[config.mk]
export PLATFORM = sky130hd
export DESIGN_NAME = apx_adder
export DESIGN_NICKNAME = d
export VERILOG_FILES = /design/src/rtl/apx_pkg.sv /design/src/rtl/apx_pair_sat.sv /design/src/rtl/apx_pair_top.sv /design/src/rtl/apx_ripple.sv /design/src/rtl/apx_ctrl.sv /design/src/rtl/apx_datapath.sv /design/src/rtl/apx_adder.sv
export SDC_FILE = /design/constraint.sdc
export NUM_CORES = 1
export LEC_CHECK = 0
export ABC_AREA = 1
export ABC_CLOCK_PERIOD_IN_PS = 7400
export BUFFER_PORTS_ARGS = -buffer_cell sky130_fd_sc_hd__buf_4
export CORE_AREA = 2 2 87 89
export DETAILED_ROUTE_END_ITERATION = 16
export DIE_AREA = 0 0 89 91
export GPL_TIMING_DRIVEN = 0
export HOLD_SLACK_MARGIN = 0.12
export PLACE_DENSITY = 0.41
export SYNTH_ARGS = -nofsm -noshare
export SYNTH_HDL_FRONTEND = slang
export SYNTH_SLANG_ARGS = --single-unit
[constraint.sdc]
create_clock -name clk -period 7.4 [get_ports clk]
set_clock_uncertainty 0.2 [all_clocks]
set_input_delay 1.48 -clock clk [delete_from_list [all_inputs] [get_ports clk]]
set_output_delay 1.48 -clock clk [all_outputs]
set_load 0.01 [all_outputs]
[src/rtl/apx_pkg.sv]
package apx_pkg;

  // strobes from control to datapath
  typedef struct packed {
    logic clr;   // clear both register stages
    logic load;  // capture operands and result
  } apx_strobe_t;

endpackage

[src/rtl/apx_pair_sat.sv]
// Two-bit group without carry-in whose result clamps at 3.
module apx_pair_sat (
  input  logic [1:0] a,
  input  logic [1:0] b,
  output logic [1:0] s
);
  logic lowSum, lowCarry, hiSum, grpCarry;

  always_comb begin
    lowSum   = a[0] ^ b[0];
    lowCarry = a[0] & b[0];
    hiSum    = a[1] ^ b[1] ^ lowCarry;
    grpCarry = (a[1] & b[1]) | (lowCarry & (a[1] ^ b[1]));
    s        = {hiSum | grpCarry, lowSum | grpCarry};
  end
endmodule

[src/rtl/apx_pair_top.sv]
// Top approximate group: exact three-bit sum, carry goes upward.
module apx_pair_top (
  input  logic [1:0] a,
  input  logic [1:0] b,
  output logic [1:0] s,
  output logic       cout
);
  logic lowCarry;

  always_comb begin
    lowCarry = a[0] & b[0];
    s[0]     = a[0] ^ b[0];
    s[1]     = a[1] ^ b[1] ^ lowCarry;
    cout     = (a[1] & b[1]) | (lowCarry & (a[1] ^ b[1]));
  end
endmodule

[src/rtl/apx_ripple.sv]
// Exact ripple-carry section over already sign-extended slices.
module apx_ripple #(
  parameter int W = 4
) (
  input  logic [W-1:0] a,
  input  logic [W-1:0] b,
  input  logic         cin,
  output logic [W-1:0] s
);
  logic [W-1:0] carry;

  assign carry[0] = cin;

  for (genvar i = 0; i < W; i++) begin : g_bit
    assign s[i] = a[i] ^ b[i] ^ carry[i];
    if (i < W - 1) begin : g_next
      assign carry[i+1] = (a[i] & b[i]) | (carry[i] & (a[i] ^ b[i]));
    end
  end
endmodule

[src/rtl/apx_ctrl.sv]
// Turns the reset input into datapath strobes.
module apx_ctrl
  import apx_pkg::*;
(
  input  logic        rst,
  output apx_strobe_t stb
);
  always_comb begin
    stb.clr  = rst;
    stb.load = ~rst;
  end
endmodule

[src/rtl/apx_datapath.sv]
module apx_datapath
  import apx_pkg::*;
#(
  parameter int WIDTH = 16,
  parameter int APX   = 6
) (
  input  logic             clk,
  input  apx_strobe_t      stb,
  input  logic [WIDTH-1:0] opA,
  input  logic [WIDTH-1:0] opB,
  output logic [WIDTH:0]   sum
);
  localparam int NLOW   = APX / 2 - 1;
  localparam int HIW    = WIDTH - APX + 1;
  localparam int MAXERR = (1 << (APX - 2)) - 1;

  logic [WIDTH-1:0] aQ, bQ;
  logic [WIDTH:0]   approxComb;
  logic             topCarry;

  // input stage
  always_ff @(posedge clk) begin
    if (stb.clr) begin
      aQ <= '0;
      bQ <= '0;
    end else if (stb.load) begin
      aQ <= opA;
      bQ <= opB;
    end
  end

  // lower saturating groups
  for (genvar g = 0; g < NLOW; g++) begin : g_low
    apx_pair_sat u_sat (
      .a(aQ[2*g+1:2*g]),
      .b(bQ[2*g+1:2*g]),
      .s(approxComb[2*g+1:2*g])
    );

    a_r2_saturate: assert property (@(posedge clk) disable iff (stb.clr)
      (({1'b0, aQ[2*g+1:2*g]} + {1'b0, bQ[2*g+1:2*g]}) > 3'd3)
        ? (approxComb[2*g+1:2*g] == 2'b11)
        : (approxComb[2*g+1:2*g] == aQ[2*g+1:2*g] + bQ[2*g+1:2*g]));
  end

  apx_pair_top u_top (
    .a   (aQ[APX-1:APX-2]),
    .b   (bQ[APX-1:APX-2]),
    .s   (approxComb[APX-1:APX-2]),
    .cout(topCarry)
  );

  apx_ripple #(.W(HIW)) u_hi (
    .a  ({aQ[WIDTH-1], aQ[WIDTH-1:APX]}),
    .b  ({bQ[WIDTH-1], bQ[WIDTH-1:APX]}),
    .cin(topCarry),
    .s  (approxComb[WIDTH:APX])
  );

  // output stage
  always_ff @(posedge clk) begin
    if (stb.clr) sum <= '0;
    else if (stb.load) sum <= approxComb;
  end

  // reference values for the checks below
  logic signed [WIDTH:0]   exactRef;
  logic signed [WIDTH+1:0] errDiff;
  assign exactRef = $signed({aQ[WIDTH-1], aQ}) + $signed({bQ[WIDTH-1], bQ});
  assign errDiff  = $signed({exactRef[WIDTH], exactRef})
                  - $signed({approxComb[WIDTH], approxComb});

  a_r3_top_carry: assert property (@(posedge clk) disable iff (stb.clr)
    topCarry == (({1'b0, aQ[APX-1:APX-2]} + {1'b0, bQ[APX-1:APX-2]}) >= 3'd4));

  a_r5_err_bound: assert property (@(posedge clk) disable iff (stb.clr)
    (errDiff >= 0) && (errDiff <= $signed((WIDTH+2)'(MAXERR))));

  a_r9_clear: assert property (@(posedge clk)
    stb.clr |=> (sum == '0) && (aQ == '0) && (bQ == '0));

  if (APX == 2) begin : g_exact
    a_r6_exact: assert property (@(posedge clk) disable iff (stb.clr)
      approxComb == exactRef);
  end
endmodule

[src/rtl/apx_adder.sv]
module apx_adder
  import apx_pkg::*;
#(
  parameter int WIDTH = 16,
  parameter int APX   = 6
) (
  input  logic             clk,
  input  logic             rst,
  input  logic [WIDTH-1:0] opA,
  input  logic [WIDTH-1:0] opB,
  output logic [WIDTH:0]   sum
);
  // parameter legality
  if ((APX % 2) != 0 || APX < 2 || APX >= WIDTH) begin : g_bad_param
    $error("apx_adder: APX must be even with 2 <= APX < WIDTH");
  end

  apx_strobe_t stb;

  apx_ctrl u_ctrl (
    .rst(rst),
    .stb(stb)
  );

  apx_datapath #(.WIDTH(WIDTH), .APX(APX)) u_dp (
    .clk(clk),
    .stb(stb),
    .opA(opA),
    .opB(opB),
    .sum(sum)
  );
endmodule

==> reports/metrics.yaml, run 1 <==
pwr:
  vdd_ir_drop_max_mv: 0.105
  total_power_uw: 570
  p_switching_uw: 120
  power_density_nw_per_um2: 243
  swShare_pct: 21.0
  p_int_uw: 450
  clock_power_share_pct: 38.6
  cellLeakagePower_uw: 0.00123
  power_frac_comb_pct: 10.9
  seq_power_share_pct: 50.5
yosys:
  yosys.area.top_type: "dfxtp_1"
  synth_cells: 175
  avgSynthCellArea_um2: 9.85
  ys_types: 8
  syn-cell-area_um2: 1720
  yosysSeqAreaShare_pct: 56.9
  synth_nets: 226
  synth_top_area_share_pct: 56.9
  yosys_warnings: 0
  yosys-top-cells-area: "dfxtp_1, fa_1, nor2_1"
  ys_ff_latch: 49
run_status:
  status: "finished, final reports clean"
sta:
  fmax_mhz: 185
  drv_slew: 0
  tns_ps: 0
  maxSlewHeadroom_pct: 85.7
  min_period_ps: 5390
  rsz0062_at_grt: "no"
  tightest_slew_ps: 214
  period_share_pct: 72.9
  hold_viol: 0
  setup_viol: 0
detailed_routing:
  drt-wirelength-per-cell_um: 8.92
  dr.pass1.iters: 2
  drtAntennaViolNets: 0
  vias_per_cell: 3.36
  wirelength_um: 2950
  drt_iter0_markers: 10
  vias: 1112
  drc: 0
critical_path:
  path_cells: "ha_1, inv_1, fa_1, fa_1, fa_1, inv_1, fa_1, fa_1, fa_1, fa_1, fa_1, fa_1, fa_1, fa_1, inv_1, nor2_1"
  reg2reg_slack_ps: 2010
  worstSetupPathType: "reg2reg"
  required_ps: 7440
  worstPathArrival_ps: 5430
  r2r_end: "u_dp.sum[15]"
  critPathLaunchType: "flop"
  crit_path_max_fanout: 2
  crit_top_cell: "fa_1"
  cpPeakStageDelay_ps: 560
  end_kind: "flop"
  worst-path-buf-inv: 3
  worst_path_dominant_cell_family: "adder cells"
  slowest_stage: "fa_1"
  worstRegToRegCells: 16
  r2r_start: "u_dp.bQ[4]"
cells_and_area:
  postLayoutCoreUtil_pct: 32.9
  layout-drive-gt1-share_pct: 26.7
  fin_cells: 331
  antenna_cells: 0
  mostFrequentLayoutCell: "nor2_1"
  mostFrequentLayoutCells: "nor2_1, inv_1, buf_4, dfxtp_1, fa_1"
  fillers: 791
  area_growth_pct: 36.3
  nets: 282
floorplanning:
  rows: 31
  coreArea_um2: 7140
  dieArea_um2: 8100
  io_pins: 51
  initial_core_util_pct: 24.1
  die_h_um: 91
  die_w_um: 89
min_path:
  min-delay-start: "u_dp.aQ[2]"
  holdPathEnd: "u_dp.sum[2]"
  hold_class: "reg2reg"
  min_path_cells: 3
global_routing:
  grt_usage_pct: 8.50
  grt_pass1_vias: 1132
  grt_pass1_wl_um: 5120
  grt_max_degree: 16
  overflow: 0
  antenna_found_initial: 0
clocking:
  path_clk_slew_ps: 90
  htree_levels: 2
  post_cts_buffers: 0
  cts_max_path_buffers: 2
  clkLatencyLatePin_ps: 290
  cts.sinks: 49
  cts_tree: "yes"
  cts-resized-gates: 0
  numCtsBuffers: 5
  clock-root-buffer: "clkbuf_8"
  holdBufCountCts: 0
run:
  max_cap_violations: 0
placement:
  portBuffers: 49
  placed_cells_incl_taps: 323
  hpwl_um: 2230
  place.gp.congestion: 0.676
-- area by class of cell --
class                           instances  area [um^2]  share of cell area, %
Sequential cell                        49          981                   41.8
Inverter                               51          191                   8.15
Multi-Input combinational cell         70          517                   22.0
Clock inverter                          3         65.1                   2.77
Clock buffer                            5         68.8                   2.93
Timing Repair Buffer                   49          368                   15.7
Tap cell                               99          124                   5.27
Buffer                                  5         33.8                   1.44
-- worst max path at each step --
stage,from,to,slack [ps],cells past startpoint
6_report,u_dp.bQ[4],u_dp.sum[15],2010,16
5_1_grt,u_dp.bQ[4],u_dp.sum[15],1680,16
4_1_cts,u_dp.bQ[4],u_dp.sum[15],1940,16
3_5_place_dp,u_dp.bQ[4],u_dp.sum[15],1960,16
3_3_place_gp,u_dp.bQ[4],u_dp.sum[15],1970,16
2_1_floorplan,u_dp.bQ[4],u_dp.sum[15],2160,16
-- routing by layer --
layer / track usage [%] / wire length (um)
met1: 9.22 / 1140
met2: 14.5 / 1550
met3: 3.45 / 192
met4: 3.36 / 66
met5: 0 / 0
-- power by group through the flow --
stage / Sequential, uW / Clock (uW) / Combinational [uW]
6_report: 288 / 220 / 62.3
5_1_grt: 290 / 238 / 73.2
4_1_cts: 288 / 227 / 64.5
3_5_place_dp: 294 / 0 / 64.3
3_3_place_gp: 294 / 0 / 63.9
2_1_floorplan: 298 / 0 / 27.2
-- kinds of logic (layout without fill, tap and decap cells) --
kind of cell / Yosys count / count (layout) / share of synthesized area (%)
adder cells (fa/ha/maj): 17 / 17 / 18.4
AND/OR/NAND/NOR: 53 / 53 / 11.5
buffers and inverters: 56 / 113 / 13.1
flip-flops: 49 / 49 / 56.9
-- flip-flops by register name (all words and copies together) (netlist names) --
| signal | count |
|---|---|
| u_dp.aQ | 16 |
| u_dp.sum | 17 |
| u_dp.bQ | 16 |
-- stage by stage --
| step | cell area (um^2) | hold slack [ps] | setup WS (ps) |
|---|---|---|---|
| 2_1_floorplan | 1720 | 319 | 2160 |
| 3_3_place_gp | 2210 | 356 | 1970 |
| 5_1_grt | 2350 | 412 | 1680 |
| 4_1_cts | 2350 | 390 | 1940 |
| 6_report | 2350 | 374 | 2010 |
| 3_5_place_dp | 2210 | 361 | 1960 |
-- Yosys cell counts (all sizes together) --
master,instances
dfxtp,49
nor2,53
ha,3
buf,5
fa,14
inv,51
-- worst min-delay path: stages, from the launching register on --
cell	delay, ps
dfxtp_1	320
ha_1	120
nor2_1	30
nor2_1	70
(Power assumes the default switching activity.)
==> inputs of run 2 (changes only) <==
--- a/config.mk
+++ b/config.mk
@@ -5,15 +5,15 @@
 export SDC_FILE = /design/constraint.sdc
 export NUM_CORES = 1
 export LEC_CHECK = 0
-export ABC_AREA = 1
-export ABC_CLOCK_PERIOD_IN_PS = 7400
+export ABC_AREA = 0
+export ABC_CLOCK_PERIOD_IN_PS = 5400
 export BUFFER_PORTS_ARGS = -buffer_cell sky130_fd_sc_hd__buf_4
-export CORE_AREA = 2 2 87 89
+export CORE_AREA = 2 2 86 88
 export DETAILED_ROUTE_END_ITERATION = 16
-export DIE_AREA = 0 0 89 91
+export DIE_AREA = 0 0 88 90
 export GPL_TIMING_DRIVEN = 0
 export HOLD_SLACK_MARGIN = 0.12
-export PLACE_DENSITY = 0.41
+export PLACE_DENSITY = 0.42
 export SYNTH_ARGS = -nofsm -noshare
 export SYNTH_HDL_FRONTEND = slang
 export SYNTH_SLANG_ARGS = --single-unit
==> constraint.sdc (replaced) <==
create_clock -name clk -period 5.4 [get_ports clk]
set_clock_uncertainty 0.2 [all_clocks]
set_input_delay 1.08 -clock clk [delete_from_list [all_inputs] [get_ports clk]]
set_output_delay 1.08 -clock clk [all_outputs]
set_load 0.01 [all_outputs]
==> reports/metrics.yaml, run 2 <==
run_status:
  status: "finished, final reports clean"  # unchanged
critical_path:
  reg2reg_slack_ps: 240  # was 2010 ps
  end_kind: "flop"  # unchanged
  required_ps: 5430  # was 7440 ps
  worstPathArrival_ps: 5190  # was 5430 ps
  cp-startpoint: "u_dp.bQ[4]"  # unchanged
  worstSetupPathType: "reg2reg"  # unchanged
  r2r_start: "u_dp.bQ[4]"  # unchanged
  r2r_end: "u_dp.sum[15]"  # unchanged
  critPathLaunchType: "flop"  # unchanged
  worstRegToRegCells: 15  # was 16
  crit_path_max_fanout: 2  # unchanged
  endpoint: "u_dp.sum[15]"  # unchanged
detailed_routing:
  drt-wirelength-per-cell_um: 10.7  # was 8.92 um
  vias_per_cell: 3.52  # was 3.36
  drc: 0  # unchanged
  drt_iter0_markers: 24  # was 10
  vias: 1002  # was 1112
  drtAntennaViolNets: 0  # unchanged
  wirelength_um: 3050  # was 2950 um
  dr.pass1.iters: 2  # unchanged
yosys:
  yosys.area.top_type: "dfxtp_1"  # unchanged
  yosys-top-cells-area: "dfxtp_1, fa_1, nor2b_1"  # was dfxtp_1, fa_1, nor2_1
  synth_ff_type: "dfxtp_1"  # unchanged
  synth_edf_count: 0  # unchanged
  synth_top_area_share_pct: 58.3  # was 56.9%
  yosysSeqAreaShare_pct: 58.3  # was 56.9%
  synth_nets: 181  # was 226
  async_flop_share_pct: 0  # unchanged
  syn-cell-area_um2: 1680  # was 1720 um^2
  synth_cells: 130  # was 175
  netlist_top_cells_count: "dfxtp_1, nor2b_1, fa_1, inv_1"  # was nor2_1, inv_1, dfxtp_1, fa_1
  ys_types: 11  # was 8
  avgSynthCellArea_um2: 12.9  # was 9.85 um^2
  yosys_warnings: 0  # unchanged
  yosysMostFrequentCell: "dfxtp_1"  # was nor2_1
  ys_ff_latch: 49  # unchanged
cells_and_area:
  area_growth_pct: 35.3  # was 36.3%
  seq_area_um2: 981  # unchanged
  nets: 237  # was 282
  reg_top3: "u_dp.sum: 17 flops, u_dp.aQ: 16 flops, u_dp.bQ: 16 flops"  # unchanged
  multi_input_area_um2: 644  # was 517 um^2
  fin_cells: 285  # was 331
  layout-drive-gt1-share_pct: 37.6  # was 26.7%
  mostFrequentLayoutCells: "buf_4, dfxtp_1, nor2b_1, inv_1, fa_1"  # was nor2_1, inv_1, buf_4, dfxtp_1, fa_1
  antenna_cells: 0  # unchanged
  top_register: "u_dp.sum"  # unchanged
  fillers: 738  # was 791
  mostFrequentLayoutCell: "buf_4"  # was nor2_1
  largest_register_ff_count: 17  # unchanged
pwr:
  cellLeakagePower_uw: 0.000999  # was 0.00123 uW
  power_density_nw_per_um2: 304  # was 243 nW/um^2
  vdd_ir_drop_max_mv: 0.0884  # was 0.105 mV
clocking:
  clkLatencyLatePin_ps: 290  # about the same
  path_clk_slew_ps: 80  # was 90 ps
  cts_max_path_buffers: 2  # unchanged
  numCtsBuffers: 5  # unchanged
  htree_levels: 2  # unchanged
  clock-root-buffer: "clkbuf_8"  # unchanged
  cts_tree: "yes"  # unchanged
  cts.sinks: 49  # unchanged
floorplanning:
  rows: 31  # unchanged
  io_pins: 51  # unchanged
  coreArea_um2: 7020  # was 7140 um^2
  dieArea_um2: 7920  # was 8100 um^2
  die_h_um: 90  # was 91 um
  die_w_um: 88  # was 89 um
  initial_core_util_pct: 24.0  # was 24.1%
sta:
  rsz0062_at_grt: "no"  # unchanged
  tightest_slew_ps: 233  # was 214 ps
  drv_slew: 0  # unchanged
  min_period_ps: 5160  # was 5390 ps
  fin_ws_ps: 245  # was 2010 ps
  maxSlewHeadroom_pct: 84.5  # was 85.7%
  hold_viol: 0  # unchanged
  fmax_mhz: 194  # was 185 MHz
  setup_viol: 0  # unchanged
  holdWs_ps: 368  # was 374 ps
  period_share_pct: 95.5  # was 72.9%
run:
  max_cap_violations: 0  # unchanged
global_routing:
  grt_max_degree: 14  # was 16
  grt_pass1_wl_um: 5080  # was 5120 um
  grt_usage_pct: 8.51  # was 8.50%
  overflow: 0  # unchanged
  antenna_found_initial: 0  # unchanged
  grt_pass1_vias: 1116  # was 1132
placement:
  hpwl_um: 2370  # was 2230 um
  placed_cells_incl_taps: 278  # was 323
  place.gp.congestion: 0.684  # was 0.676
  pre_cts_ws_ps: -102  # was 1960 ps
  portBuffers: 49  # unchanged
min_path:
  hold_class: "reg2reg"  # unchanged
-- run 2: critical path: stages, from the launching register on --
cell and delay (ps):
dfxtp_1 310, ha_1 190, inv_1 90, fa_2 230, fa_2 210, fa_1 180, inv_1 60, fa_2 410
fa_2 410, fa_2 410, fa_1 450, fa_1 460, fa_1 450, fa_2 390, fa_1 540, nor2b_1 120
-- run 2: how the worst min path moves through the flow --
stage,start,to,slack (ps),cells after the start
global placement,u_dp.aQ[0],u_dp.sum[0],350,2
global route,u_dp.aQ[2],u_dp.sum[2],400,2
floorplan,u_dp.aQ[4],u_dp.sum[4],320,2
finish,u_dp.aQ[2],u_dp.sum[2],370,2
detailed placement,u_dp.aQ[2],u_dp.sum[2],360,2
CTS,u_dp.aQ[2],u_dp.sum[2],370,2
-- run 2: final cells by class --
| class | count | area share, % |
|---|---|---|
| flip-flops and latches | 49 | 43.1 |
| multi-input cells | 66 | 28.3 |
| repair buffers | 49 | 16.2 |
| well taps | 99 | 5.45 |
| clock buffers | 7 | 3.80 |
| inverters | 10 | 1.65 |
| plain buffers | 5 | 1.49 |
-- run 2: power breakdown --
group	internal (uW)	switching, uW	leakage, uW
logic	51.1	32.9	0.000547
registers	386	8.67	0.000408
clock network	102	110	0.0000443
-- run 2: repair_timing --
action | in CTS | in global routing
pin swaps | 0 | 1
gates resized for setup | 3 | 3
cloned | 0 | 0
setup buffers | 0 | 0
hold buffers | 0 | 0
endpoints found under the setup margin | 2 | 2
-- run 2: cells by family (layout without fill, tap and decap cells) --
logic type	after synthesis	after routing	share of synthesized area, %
AO/OA/AOI/OAI	4	4	2.38
adder cells (fa/ha/maj)	17	17	18.9
buffers and inverters	15	71	4.24
flip-flops	49	49	58.3
AND/OR/NAND/NOR	45	45	16.1
-- run 2: per-layer routing --
metal	share of wire [%]	track usage, %
met3	6.1	3.21
met2	52	14.2
met5	0	0
met4	2.0	3.85
met1	40	9.44
-- run 2: per-stage QoR --
stage	area (um^2)	total power [uW]	utilization [%]	TNS (ps)
after floorplan	1680	442	-	0
after global placement	2170	486	31.0	-91.5
after detailed placement	2170	489	31.0	-102
after CTS	2270	702	32.3	0
after global routing	2270	730	32.4	0
final	2270	690	32.4	0
